**config.mk**
```make
export PLATFORM = sky130hd
export DESIGN_NAME = prime_bank_mapper
export DESIGN_NICKNAME = d
export VERILOG_FILES = /design/src/rtl/pbm_pkg.sv /design/src/rtl/pbm_chunk_sum.sv /design/src/rtl/pbm_fold.sv /design/src/rtl/prime_bank_mapper.sv
export SDC_FILE = /design/constraint.sdc
export NUM_CORES = 1
export LEC_CHECK = 0
export BUFFER_PORTS_ARGS = -buffer_cell sky130_fd_sc_hd__buf_2
export CELL_PAD_IN_SITES_DETAIL_PLACEMENT = 0
export CELL_PAD_IN_SITES_GLOBAL_PLACEMENT = 1
export CORE_ASPECT_RATIO = 1.1
export CORE_MARGIN = 2
export CORE_UTILIZATION = 45
export CTS_CLUSTER_SIZE = 40
export DETAILED_ROUTE_END_ITERATION = 16
export GPL_TIMING_DRIVEN = 0
export PLACE_DENSITY = 0.82
export SLEW_MARGIN = 25
export SYNTH_ARGS = -nofsm -noshare
export SYNTH_HDL_FRONTEND = slang
export SYNTH_SLANG_ARGS = --single-unit
```
**constraint.sdc**
```tcl
create_clock -name clk -period 6.95 [get_ports clk]
set_input_delay 0.695 -clock clk [delete_from_list [all_inputs] [get_ports clk]]
set_output_delay 0.695 -clock clk [all_outputs]
set_load 0.01 [all_outputs]
```
**src/rtl/pbm_pkg.sv**
```systemverilog
package pbm_pkg;

    // number of M-bit slices needed to cover the address
    function automatic int chunk_count(input int addr_w, input int m);
        return (addr_w + m - 1) / m;
    endfunction

    // width that holds the sum of all slices without overflow
    function automatic int sum_width(input int addr_w, input int m);
        return m + $clog2(chunk_count(addr_w, m));
    endfunction

    // end-around folds needed to bring a sum back to M bits
    function automatic int fold_count(input int sum_w, input int m);
        return (sum_w + m - 1) / m + 1;
    endfunction

endpackage

```
**src/rtl/pbm_chunk_sum.sv**
```systemverilog
module pbm_chunk_sum #(
    parameter int ADDR_W = 16,
    parameter int M      = 3,
    parameter int NCHUNK = 6,
    parameter int SUM_W  = 6
) (
    input  logic [ADDR_W-1:0] addr,
    output logic [SUM_W-1:0]  sum
);
    localparam int PAD_W = NCHUNK * M;

    logic [PAD_W-1:0] padded;
    logic [SUM_W-1:0] acc [NCHUNK+1];

    assign padded = PAD_W'(addr);
    assign acc[0] = '0;

    // each slice already equals the residue of its bits, since 2^k mod NB = 2^(k mod M)
    for (genvar g = 0; g < NCHUNK; g++) begin : g_slice
        assign acc[g+1] = acc[g] + SUM_W'(padded[g*M +: M]);
    end

    assign sum = acc[NCHUNK];
endmodule

```
**src/rtl/pbm_fold.sv**
```systemverilog
module pbm_fold #(
    parameter int SUM_W = 6,
    parameter int M     = 3,
    parameter int NFOLD = 3
) (
    input  logic [SUM_W-1:0] sum,
    output logic [M-1:0]     bank
);
    localparam logic [M-1:0] NB_CODE = '1;

    logic [SUM_W-1:0] step [NFOLD+1];
    logic [M-1:0]     folded;

    assign step[0] = sum;

    // add the bits above M back into the low M bits (end-around carry)
    for (genvar f = 0; f < NFOLD; f++) begin : g_fold
        assign step[f+1] = SUM_W'(step[f][M-1:0]) + (step[f] >> M);
    end

    assign folded = step[NFOLD][M-1:0];
    // the all-ones code is congruent to zero
    assign bank   = (folded == NB_CODE) ? '0 : folded;
endmodule

```
**src/rtl/prime_bank_mapper.sv**
```systemverilog
module prime_bank_mapper
    import pbm_pkg::*;
#(
    parameter int ADDR_W  = 16,
    parameter int M       = 3,
    parameter int OFF_W   = 4,
    parameter int LATENCY = 2
) (
    input  logic              clk,
    input  logic              rst_n,
    input  logic              in_valid,
    input  logic [ADDR_W-1:0] in_addr,
    output logic              out_valid,
    output logic [M-1:0]      out_bank,
    output logic [OFF_W-1:0]  out_offset
);
    localparam int NCHUNK = chunk_count(ADDR_W, M);
    localparam int SUM_W  = sum_width(ADDR_W, M);
    localparam int NFOLD  = fold_count(SUM_W, M);

    typedef struct packed {
        logic             s1_vld;
        logic [SUM_W-1:0] s1_sum;
        logic [OFF_W-1:0] s1_off;
        logic             o_vld;
        logic [M-1:0]     o_bank;
        logic [OFF_W-1:0] o_off;
    } pipe_t;

    pipe_t st_d, st_q;

    logic [SUM_W-1:0] sum_now;
    logic [SUM_W-1:0] fold_src;
    logic [M-1:0]     bank_now;
    logic             src_vld;
    logic [OFF_W-1:0] src_off;

    pbm_chunk_sum #(
        .ADDR_W(ADDR_W), .M(M), .NCHUNK(NCHUNK), .SUM_W(SUM_W)
    ) u_chunk_sum (
        .addr (in_addr),
        .sum  (sum_now)
    );

    // LATENCY picks where the fold sits: after a sum register or straight after the adders
    if (LATENCY == 2) begin : g_two_stage
        assign fold_src = st_q.s1_sum;
        assign src_vld  = st_q.s1_vld;
        assign src_off  = st_q.s1_off;
    end else begin : g_one_stage
        assign fold_src = sum_now;
        assign src_vld  = in_valid;
        assign src_off  = in_addr[OFF_W-1:0];
    end

    pbm_fold #(
        .SUM_W(SUM_W), .M(M), .NFOLD(NFOLD)
    ) u_fold (
        .sum  (fold_src),
        .bank (bank_now)
    );

    always_comb begin
        st_d        = st_q;
        st_d.s1_vld = in_valid;
        if (in_valid) begin
            st_d.s1_sum = sum_now;
            st_d.s1_off = in_addr[OFF_W-1:0];
        end
        st_d.o_vld = src_vld;
        if (src_vld) begin
            st_d.o_bank = bank_now;
            st_d.o_off  = src_off;
        end
    end

    always_ff @(posedge clk or negedge rst_n) begin
        if (!rst_n) begin
            st_q <= '0;
        end else begin
            st_q <= st_d;
        end
    end

    assign out_valid  = st_q.o_vld;
    assign out_bank   = st_q.o_bank;
    assign out_offset = st_q.o_off;
endmodule

```
==> Yosys cells after proc, flatten, opt, wreduce, memory -nomap -nowiden <==
Index checks and enable logic that the tools add are counted.
{ "classes": {"eq_ne": 1, "add_sub_neg": 8, "muxes": 1} }
{ "ops": {"columns": ["operator", "n"], "rows": [
  ["$add 6x3->6", 3],
  ["$add 3x3->4", 3],
  ["$add 6x1->6", 1],
  ["$add 3x3->3", 1],
  ["$eq 3x3->1 const B", 1],
  ["$mux 3", 1]
]} }
{ "word_totals": {"inputBits": 19, "out_inout_bits": 8, "ff_bits": 19} }

==> Longest topological paths before layout <==
Gate-level depths: netlist of run 1.
{ "logic_depth": {"word_depth": 5, "mapped_depth": 10, "depth_no_buf": 10} }

==> Hierarchy <==
From an unflattened synthesis of run 1, not the netlist that was laid out.
{ "unflattened": {"hier_cells": 94, "hier_area_um2": 1292.5} }
{ "by_module_without_submodules": {"columns": ["module", "cells_each", "instances", "area_each_um2"], "rows": [
  ["prime_bank_mapper", 38, 1, 753.2],
  ["pbm_chunk_sum", 35, 1, 344.1],
  ["pbm_fold", 21, 1, 195.2]
]} }

==> Least setup slack after synthesis of run 1 <==
Ideal clock, no wire load.
{ "synth_path": {"path_type": "input to register", "start": "in in_addr[0]", "end": "reg st_q (netlist bit fold_src[2])", "path_slack_ns": 4.079, "stages": 8, "arrival_time_ns": 2.746, "cell_sequence": "ha_1 > inv_1 > fa_1 > fa_1 > inv_1 > ha_1 > fa_1 > mux2_2"} }
{ "synth_between": {"elab_chain_len": 5} }
{ "synth_rtl": {"columns": ["element", "line", "rtl"], "rows": [
  ["start: declaration", "prime_bank_mapper.sv:12", "input logic [ADDR_W-1:0] in_addr,"],
  ["$add 3x3->4", "pbm_chunk_sum.sv:20", "assign acc[g+1] = acc[g] + SUM_W'(padded[g*M +: M]);"],
  ["$add 6x3->6 (3 in a row)", "pbm_chunk_sum.sv:20", null],
  ["$add 6x1->6", "pbm_chunk_sum.sv:20", null],
  ["via sum_now[2]", "prime_bank_mapper.sv:32", "logic [SUM_W-1:0] sum_now;"],
  ["end signal: assignment", "prime_bank_mapper.sv:81", "st_q <= st_d;"],
  ["end: declaration", "prime_bank_mapper.sv:30", "pipe_t st_d, st_q;"]
]} }
The timed path passes the listed nets, and every way through them passes these cells.
A chain may end at the register's enable or synchronous reset.

==> Worst setup path after layout of run 1 <==
{ "layout_path": {"start": "in in_addr[0]", "end": "reg st_q (netlist bit fold_src[4])"} }
{ "layout_between": {"elab_chain_len": 5} }
{ "layout_rtl": {"columns": ["element", "line"], "rows": [
  ["$add 3x3->4", "pbm_chunk_sum.sv:20"],
  ["$add 6x3->6 (3 in a row)", "pbm_chunk_sum.sv:20"],
  ["$add 6x1->6", "pbm_chunk_sum.sv:20"]
]} }
No other way between the ends.

==> results of run 1 <==
==> registers in the layout, summed over array words and instances, names as in the netlist <==
name,flops
src_vld,1
out_bank,3
fold_src,6
src_off,4
out_valid,1
out_offset,4
==> layer usage <==
layer,vias up,global-route usage
met5,-,0
met3,0,0.01010
met4,0,0.04286
met2,21,0.2633
met1,400,0.1647
li1,404,-
==> worst max-delay path, cell delays in order <==
cell      delay, ns
buf_2          0.10
ha_1           0.18
inv_1          0.06
fa_1           0.37
xor2_1         0.17
fa_1           0.48
inv_1          0.07
ha_1           0.28
a21oi_1        0.07
or4b_1         0.47
nand3b_1       0.10
==> synthesized netlist by cell type, drive strengths merged (2+ instances only) <==
master,n,share of area
buf,3,0.017
a21oi,3,0.012
xor2,3,0.021
nand3b,2,0.012
o21ai,2,0.0080
a31oi,2,0.010
mux2i,2,0.016
fa,9,0.14
inv,19,0.057
mux2,10,0.090
dfrtp,19,0.38
a21o,4,0.024
ha,14,0.14
nand2,3,0.0090
xnor2,2,0.014
==> how the worst max path moves through the flow <==
stage	from	end	slack [ns]	cells after the start
2_1_floorplan	in_addr[0]	fold_src[2]	4.08	8
3_3_place_gp	in_addr[0]	fold_src[4]	3.87	11
3_5_place_dp	in_addr[0]	fold_src[4]	3.84	11
4_1_cts	in_addr[0]	fold_src[4]	4.14	11
5_1_grt	in_addr[0]	fold_src[4]	4.03	11
6_report	in_addr[0]	fold_src[4]	4.15	11
==> layout make-up <==
cell class / count / area, µm² / share of cell area
multi-input combinational: 63 / 676.9 / 0.4688
sequential: 19 / 475.5 / 0.3293
timing repair buffer: 26 / 130.1 / 0.09012
inverter: 19 / 71.32 / 0.04939
tap: 33 / 41.29 / 0.02860
clock buffer: 3 / 22.52 / 0.01560
buffer: 3 / 21.27 / 0.01473
clock inverter: 1 / 5.005 / 0.003466
==> power by group through the flow <==
stage	clock (W)	sequential, W	combinational (W)
3_3_place_gp	0	0.000155	0.000232
4_1_cts	0.0000560	0.000155	0.000248
5_1_grt	0.0000607	0.000157	0.000279
6_report	0.0000534	0.000154	0.000244
3_5_place_dp	0	0.000157	0.000245
2_1_floorplan	0	0.000160	0.000173
==> placed cells by master (no fill, tap or decap), types with 2 or more instances in the layout <==
cell type,synthesis,final
a31oi_1,2,2
a21oi_1,3,3
nand3b_1,2,2
ha_1,14,14
dfrtp_1,19,19
nand2_1,3,3
buf_2,2,28
fa_1,9,9
mux2i_1,2,2
clkbuf_4,0,3
inv_1,18,18
xor2_1,3,3
a21o_1,4,4
xnor2_1,2,2
mux2_2,9,9
==> logic make-up (layout without fill, tap and decap cells) <==
family                     after synthesis  in the layout  synth area share
xor gates and xnor gates                 5              5           0.03518
adders and majority gates               23             23            0.2854
DFF                                     19             19            0.3819
buffers and inverters                   22             52           0.07436
AOI/OAI and AO/OA                       14             14           0.07336
and+or+nand+nor                          9              9           0.04321
muxes                                   12             12            0.1065
==> through the flow <==
stage	cells	setup slack, ns
after global placement	163	3.870
after detailed placement	163	3.837
final	167	4.148
after floorplan	104	4.079
after global routing	167	4.025
after CTS	167	4.141
==> flow_summary_export.csv, run 1 <==
group,metric,value,unit
outcome,status,"complete, no violations",
yosys,synth_area_per_cell,11.97,µm²
clock_tree,cts_tree,"done",
critical_path,critPathKind,"primary input to flip-flop",
sta,holdWs,0.3187,ns
clock_tree,clkSlewWorstSetupHoldPaths,0.10,ns
sta,finalSetupViolations,0,
sta,rsz0062_at_grt,"no",
clock_tree,cts_inserted_buffers,3,
global_route,grt_max_degree,20,
critical_path,cp_max_fo,2,
sta,tns,0,ns
sta,slew_headroom,0.7286,
sta,clock_skew,0.002706,ns
floorplanning,dieArea,0.003204,mm²
final_layout,utilization,0.5343,
pwr,power.share.sequential,0.341,
yosys,syn_area,0.001245,mm²
sta,slew_violations,0,
sta,fmax,356.9,MHz
critical_path,cp-end-kind,"flip-flop",
yosys,synth_nets,146,
routing,highest_layer,"met3",
pwr,intPower,0.0002753,W
final_layout,drive_gt1_frac,0.3209,
yosys,async_reset_ff_frac,1.000,
final_layout,area_growth,15.98,%
routing,wl_met1,836,µm
clock_tree,clk_latency,0.29,ns
yosys,synthFlopType,"dfrtp_1",
clock_tree,numClockSinks,19,
sta,hold_viol,0,
final_layout,final_area,0.001444,mm²
routing,wl_met3,78,µm
yosys,ys_seq_elements,19,
pwr,p_sw,0.0001755,W
floorplanning,start_util,0.4606,
place,io_buffer_count,26,
floorplanning,io_pins,27,
routing,drc,0,
critical_path,required,7.18,ns
final_layout,final_nets,177,
pwr,pwr-share-comb,0.540,
sta,period_minus_slack,2.802,ns
critical_path,worstReg2RegEnd,"out_bank[1]",
routing,routed_via_density,4.940,
yosys,yosysWarnings,0,
place,place_area,0.001416,mm²
yosys,ys_types,26,
clock_tree,post_cts_buffers,0,
yosys,syn_inst,104,
routing,dr.first_iter.drc_count,9,
routing,ant_nets,0,
global_route,antenna_found_initial,0,
clock_tree,ctsResizeCount,0,
routing,wl,2.017,mm
pwr,power_leakage,0.7674,nW
pwr,p_clk_frac,0.118,
clock_tree,cts_hold_buf,0,
global_route,grt_pass1_wl,3.332,mm
run,max-cap-violations,0,
routing,drt-pass1-iter-count,4,
routing,wl_met2,1.102,mm
floorplanning,die_x,54.15,µm
final_layout,nFillCells,262,
floorplanning,die_y,59.17,µm
place,hpwlAfterDp,1.737,mm
final_layout,n_antenna_cell,0,
sta,worst_pin_slew,0.4071,ns
hold_path,hold_path.class,"primary input to async pin",
critical_path,cp-start-kind,"primary input",
pwr,p_sw_frac,0.3893,
global_route,first_global_vias,847,
routing,routedWlPerCell,12.08,µm
pwr,total_power,0.0004509,W
clock_tree,cts_htree_levels,1,
floorplanning,core_area,0.002703,mm²
pwr,vdd_drop_max,0.1879,mV
critical_path,r2r_setup_slack,4.50,ns
sta,period_share,0.4032,
routing,vias,825,
place,gp_congestion,0.6907,
yosys,seq_area_frac_synth,0.3819,
clock_tree,cts.path.max_buffers,2,
global_route,gr-total-overflow,0,
critical_path,crit_arrival,3.03,ns
floorplanning,rows,20,
pwr,powerDensity,312.3,mW/mm²
critical_path,r2r-start,"fold_src[1]",
critical_path,worstRegToRegCells,10,
global_route,track_usage,0.1403,
yosys,synth-edff-count,0,
clock_tree,root_buffer,"clkbuf_4",
Note: power is estimated with default switching activity, not from simulation.
==> run 2: changes to the inputs <==
Settings changed: ABC_AREA from default to 1, CORE_UTILIZATION 45 to 40, PLACE_DENSITY 0.82 to 0.77.
Clock period 6.95 ns to 2.8 ns, I/O delays scaled along.
==> flow_summary_export.csv, run 2 <==
group,metric,value,unit
floorplanning,start_util,0.4212,
final_layout,area_growth,16.14,%
critical_path,cp_slowest_stage_delay,0.49,ns
clock_tree,cts_inserted_buffers,3,
yosys,synthFlopType,"dfrtp_1",
yosys,syn_inst,142,
sta,worst_pin_slew,0.4155,ns
yosys,syn_area,0.001295,mm²
pwr,powerDensity,757.6,mW/mm²
hold_path,hold_path.class,"primary input to flip-flop",
global_route,track_usage,0.1420,
hold_path,whs_endpoint,"src_vld",
place,gp_congestion,0.7201,
final_layout,nFillCells,300,
floorplanning,core_area,0.003074,mm²
critical_path,crit_arrival,2.63,ns
global_route,grt_pass1_wl,4.071,mm
sta,rsz0062_at_grt,"no",
clock_tree,clk_latency,0.30,ns
sta,hold_viol,0,
yosys,synth_area_per_cell,9.120,µm²
critical_path,r2r-start,"fold_src[0]",
yosys,seq_area_frac_synth,0.3671,
clock_tree,post_cts_buffers,0,
pwr,vdd_drop_max,0.4592,mV
global_route,gr-total-overflow,0,
sta,timing.final.ws_setup,0.4147,ns
yosys,synth_top_area_frac,0.3671,
pwr,power_leakage,0.8425,nW
yosys,ys_seq_elements,19,
routing,vias,978,
final_layout,register_area,475.5,µm²
routing,wl_met2,1.054,mm
yosys,synth_nets,184,
routing,routed_via_density,4.725,
final_layout,n_antenna_cell,0,
yosys,yosysWarnings,0,
critical_path,critPathKind,"primary input to flip-flop",
routing,ant_nets,0,
global_route,grt_max_degree,20,
place,pre_cts_ws,0.08062,ns
sta,slew_headroom,0.7230,
critical_path,cpMaxStageDelayCell,"fa_1",
sta,holdWs,0.1132,ns
yosys,ys_types,22,
final_layout,largest_register_ffs,6,
sta,clock_skew,0.001961,ns
place,io_buffer_count,26,
clock_tree,cts_htree_levels,1,
floorplanning,dieArea,0.003709,mm²
critical_path,worstRegToRegCells,15,
yosys,yosysMostFrequentCell,"nand2_1",
outcome,status,"complete, no violations",
clock_tree,root_buffer,"clkbuf_4",
critical_path,required,3.05,ns
sta,period_minus_slack,2.385,ns
hold_path,min_path_cells,1,
routing,routedWlPerCell,10.38,µm
critical_path,path_cells,"buf_2, ha_1, inv_1, fa_1, fa_1, inv_1, ha_1, fa_1, nand2_1, inv_1, o21ai_0, o21a_1",
hold_path,hold_path.startpoint,"in_valid",
critical_path,worstSetupStartpoint,"in_addr[0]",
routing,wl_met3,88,µm
routing,drt-pass1-iter-count,4,
sta,period_share,0.8519,
final_layout,final_cell_mix,"35 x nand2_1, 29 x inv_1, 27 x buf_2",
global_route,first_global_vias,996,
yosys,synth_common_cells,"35 x nand2_1, 29 x inv_1, 19 x dfrtp_1, 14 x ha_1, 9 x fa_1",
floorplanning,io_pins,27,
routing,wl_met1,945,µm
floorplanning,die_y,63.68,µm
critical_path,cp_max_fo,2,
clock_tree,cts.path.max_buffers,2,
routing,dr.first_iter.drc_count,54,
yosys,async_reset_ff_frac,1.000,
yosys,synth_top_area_cell,"dfrtp_1",
critical_path,cp-start-kind,"primary input",
sta,tns,0,ns
final_layout,drive_gt1_frac,0.2254,
sta,finalSetupViolations,0,
clock_tree,numClockSinks,19,
global_route,antenna_found_initial,0,
place,place_area,0.001468,mm²
critical_path,cp-end-kind,"flip-flop",
final_layout,multi_input_area,679.4,µm²
routing,wl,2.148,mm
critical_path,r2r_setup_slack,0.60,ns
run,max-cap-violations,0,
clock_tree,cts_tree,"done",
floorplanning,rows,21,
sta,slew_violations,0,
routing,highest_layer,"met4",
place,hpwlAfterDp,1.837,mm
final_layout,final_common_cell,"nand2_1",
routing,drc,0,
yosys,synth.area.top_cells,"dfrtp_1 37%, fa_1 14%, ha_1 14%",
final_layout,final_nets,216,
critical_path,worstReg2RegEnd,"out_bank[0]",
sta,fmax,419.2,MHz
clock_tree,clkSlewWorstSetupHoldPaths,0.10,ns
final_layout,final_area,0.001504,mm²
yosys,synth-edff-count,0,
floorplanning,die_x,58.25,µm
run 2: cell count changes after synthesis, moves of 4 or more:
cell     before  now
o21ai_0       1    5
nand2_1       3   35
o21ai_1       1    7
mux2_2        9    2
inv_1        18   29
a21o_1        4    0
run 2: what timing repair did:
action                     in CTS  in global routing
hold endpoints to repair       19                  0
resized for setup               0                  0
hold buffers                    1                  0
setup endpoints to repair       0                  0
run 2: cell type report:
| class | instances | share of cell area |
|---|---|---|
| multi-input combinational | 90 | 0.4517 |
| timing repair buffer | 27 | 0.09318 |
| clock buffer | 4 | 0.01747 |
| inverter | 30 | 0.07488 |
| sequential | 19 | 0.3161 |
| buffer | 3 | 0.01830 |
| tap | 34 | 0.02829 |
run 2: worst max-delay path: cells and delay by family:
kind	cells	cell delay [ns]
simple gates	1	0.07
fa+ha+maj	5	1.72
buf+inv	4	0.27
compound gates	2	0.30
run 2: worst max path at each step:
stage                  endpoint  cells past startpoint
global route        fold_src[3]                     12
finish              fold_src[3]                     12
CTS                 fold_src[3]                     12
floorplan           fold_src[2]                      8
global placement    fold_src[3]                     12
detailed placement  fold_src[3]                     12
run 2: per-layer routing:
layer / global-route usage / vias to the layer above
met5: 0 / -
met4: 0.07849 / 0
met3: 0.01232 / 5
met2: 0.2372 / 31
met1: 0.1769 / 446
li1: - / 496
run 2: cells by family (layout without fill, tap and decap cells):
group,after synthesis,after routing,synth area share
mux,2,2,0.01739
xor+xnor,2,2,0.01353
simple gates,45,45,0.1449
buf+inv,33,64,0.1082
compound gates,18,18,0.07439
fa+ha+maj,23,23,0.2744
flops,19,19,0.3672
run 2: report_power, final:
part | switching [W] | internal (W) | total (W)
registers | 0.0000345 | 0.000342 | 0.000377
clock network | 0.0000814 | 0.0000556 | 0.000137
logic | 0.000359 | 0.000267 | 0.000626
run 2: metrics by stage:
step / total power, W / instances / utilization
after global routing: 0.001298 / 207 / 0.4892
after CTS: 0.001162 / 207 / 0.4892
after global placement: 0.0009949 / 202 / 0.4774
after detailed placement: 0.001016 / 202 / 0.4774
after floorplan: 0.0008553 / 142 / -
final: 0.001139 / 207 / 0.4892
==> run 3: changes to the inputs <==
Settings changed: ABC_AREA 1 to default, CORE_UTILIZATION 40 to 45, PLACE_DENSITY 0.77 to 0.82.
Clock period 2.8 ns to 3.1 ns, I/O delays scaled along.
==> flow_summary_export.csv, run 3 (synthesis gave the netlist of run 1 again) <==
group,metric,value,unit
final_layout,final_nets,178,
critical_path,cp_slowest_stage_delay,0.40,ns
final_layout,multi_input_area,676.9,µm²
pwr,power.share.sequential,0.341,
hold_path,hold_path.class,"primary input to flip-flop",
pwr,p_sw,0.0003937,W
critical_path,cp_max_fo,3,
hold_path,min_path_cells,1,
critical_path,crit_top_cell,"ha_1",
critical_path,crit_arrival,2.61,ns
clock_tree,root_buffer,"clkbuf_4",
routing,ant_nets,0,
critical_path,worstReg2RegEnd,"out_bank[1]",
global_route,grt_pass1_wl,3.332,mm
place,gp_congestion,0.6907,
hold_path,hold_path.startpoint,"in_valid",
final_layout,largest_register_ffs,6,
critical_path,r2r-start,"fold_src[1]",
final_layout,drive_gt1_frac,0.3185,
place,place_area,0.001416,mm²
final_layout,area_growth,16.78,%
floorplanning,rows,20,
global_route,antenna_found_initial,0,
routing,vias,829,
clock_tree,numClockSinks,19,
global_route,gr-total-overflow,0,
routing,routedWlPerCell,12.02,µm
clock_tree,cts.path.max_buffers,2,
sta,fmax,408.5,MHz
clock_tree,cts_htree_levels,1,
clock_tree,clk_latency,0.29,ns
final_layout,final_common_cell,"buf_2",
sta,slew_violations,0,
floorplanning,dieArea,0.003204,mm²
final_layout,register_area,475.5,µm²
pwr,vdd_drop_max,0.4214,mV
clock_tree,post_cts_buffers,0,
final_layout,final_cell_mix,"28 x buf_2, 19 x dfrtp_1, 18 x inv_1",
global_route,grt_max_degree,20,
critical_path,cpMaxStageDelayCell,"dfrtp_1",
pwr,p_sw_frac,0.3891,
floorplanning,start_util,0.4606,
place,hpwlAfterDp,1.737,mm
final_layout,nFillCells,262,
critical_path,required,3.27,ns
sta,finalSetupViolations,0,
critical_path,cp-start-kind,"flip-flop",
pwr,power_leakage,0.7716,nW
floorplanning,core_area,0.002703,mm²
critical_path,path_cells,"ha_1, a21o_1, a21o_1, ha_1, nor3b_1, ha_1, ha_1, xor2_1, xnor2_1, a31oi_1",
place,io_buffer_count,26,
sta,slew_headroom,0.7281,
routing,drc,0,
floorplanning,die_x,54.15,µm
critical_path,r2r_setup_slack,0.65,ns
sta,period_share,0.7897,
routing,dr.first_iter.drc_count,9,
clock_tree,cts_inserted_buffers,3,
sta,rsz0062_at_grt,"no",
pwr,intPower,0.0006181,W
pwr,powerDensity,695.9,mW/mm²
global_route,track_usage,0.1403,
routing,drt-pass1-iter-count,4,
outcome,status,"complete, no violations",
sta,period_minus_slack,2.448,ns
routing,routed_via_density,4.935,
pwr,pwr-share-comb,0.541,
floorplanning,die_y,59.17,µm
clock_tree,cts_tree,"done",
sta,tns,0,ns
sta,worst_pin_slew,0.4078,ns
global_route,first_global_vias,849,
sta,hold_viol,0,
run,max-cap-violations,0,
clock_tree,clkSlewWorstSetupHoldPaths,0.10,ns
final_layout,n_antenna_cell,0,
floorplanning,io_pins,27,
critical_path,critPathKind,"flip-flop to flip-flop",
critical_path,worstRegToRegCells,10,
final_layout,final_area,0.001454,mm²
routing,wl,2.020,mm
pwr,p_clk_frac,0.118,
hold_path,whs_endpoint,"src_vld",
critical_path,cp-end-kind,"flip-flop",
sta,clock_skew,0.002706,ns
-- run 3: cell types whose count changed in the layout (fill, tap and decap cells not counted), moves of 4 or more --
cell,previous run,this run
nand2_1,35,3
inv_1,29,18
mux2_2,2,9
o21ai_1,7,1
a21o_1,0,4
o21ai_0,5,1
-- run 3: critical path, delay by kind of cell, from the launching register on --
family                     cells  cell delay [ns]
xor gates and xnor gates       2             0.43
adders and majority gates      4             0.85
DFF                            1             0.40
and+or+nand+nor                1             0.14
AOI/OAI and AO/OA              3             0.50
-- run 3: power groups by stage --
stage	clock network [W]	registers [W]	logic, W
after floorplan	0	0.000358	0.000388
after global placement	0	0.000347	0.000519
after detailed placement	0	0.000352	0.000550
after CTS	0.000126	0.000347	0.000557
after global routing	0.000136	0.000353	0.000627
final	0.000120	0.000345	0.000547
-- run 3: timing repair --
item                      in CTS  in global routing
hold endpoints to repair      19                  0
hold buffers                   1                  0
resized for setup              0                  0
-- run 3: routing by layer --
layer | track usage | vias up | part of all wire
met5 | 0 | - | 0
met4 | 0.04286 | 0 | 0
met3 | 0.01010 | 0 | 0.039
met2 | 0.2633 | 21 | 0.55
met1 | 0.1647 | 402 | 0.42
li1 | - | 406 | -
-- run 3: cell type report --
cell class,count,share of cell area
inverters,19,0.04905
clock inverters,1,0.003442
well taps,33,0.02840
repair buffers,27,0.09639
plain buffers,3,0.01463
multi-input cells,63,0.4656
clock buffers,3,0.01549
flip-flops and latches,19,0.3270
-- run 3: worst max-delay path by stage --
| stage | depth (start not counted) | endpoint | from |
|---|---|---|---|
| floorplan | 8 | fold_src[2] | in_addr[0] |
| global placement | 11 | fold_src[4] | in_addr[0] |
| detailed placement | 11 | fold_src[4] | in_addr[0] |
| CTS | 10 | out_bank[1] | fold_src[1] |
| global route | 10 | out_bank[1] | fold_src[1] |
| finish | 10 | out_bank[1] | fold_src[1] |
-- run 3: through the flow --
step,worst slack (ns),instances,utilization,total power [W],hold slack (ns)
2_1_floorplan,0.6142,104,-,0.0007465,0.01441
3_3_place_gp,0.4054,163,0.5241,0.0008663,0.2603
3_5_place_dp,0.3721,163,0.5241,0.0009024,0.2654
4_1_cts,0.6319,168,0.5380,0.001029,0.1180
5_1_grt,0.5272,168,0.5380,0.001116,0.1224
6_report,0.6519,168,0.5380,0.001012,0.1294
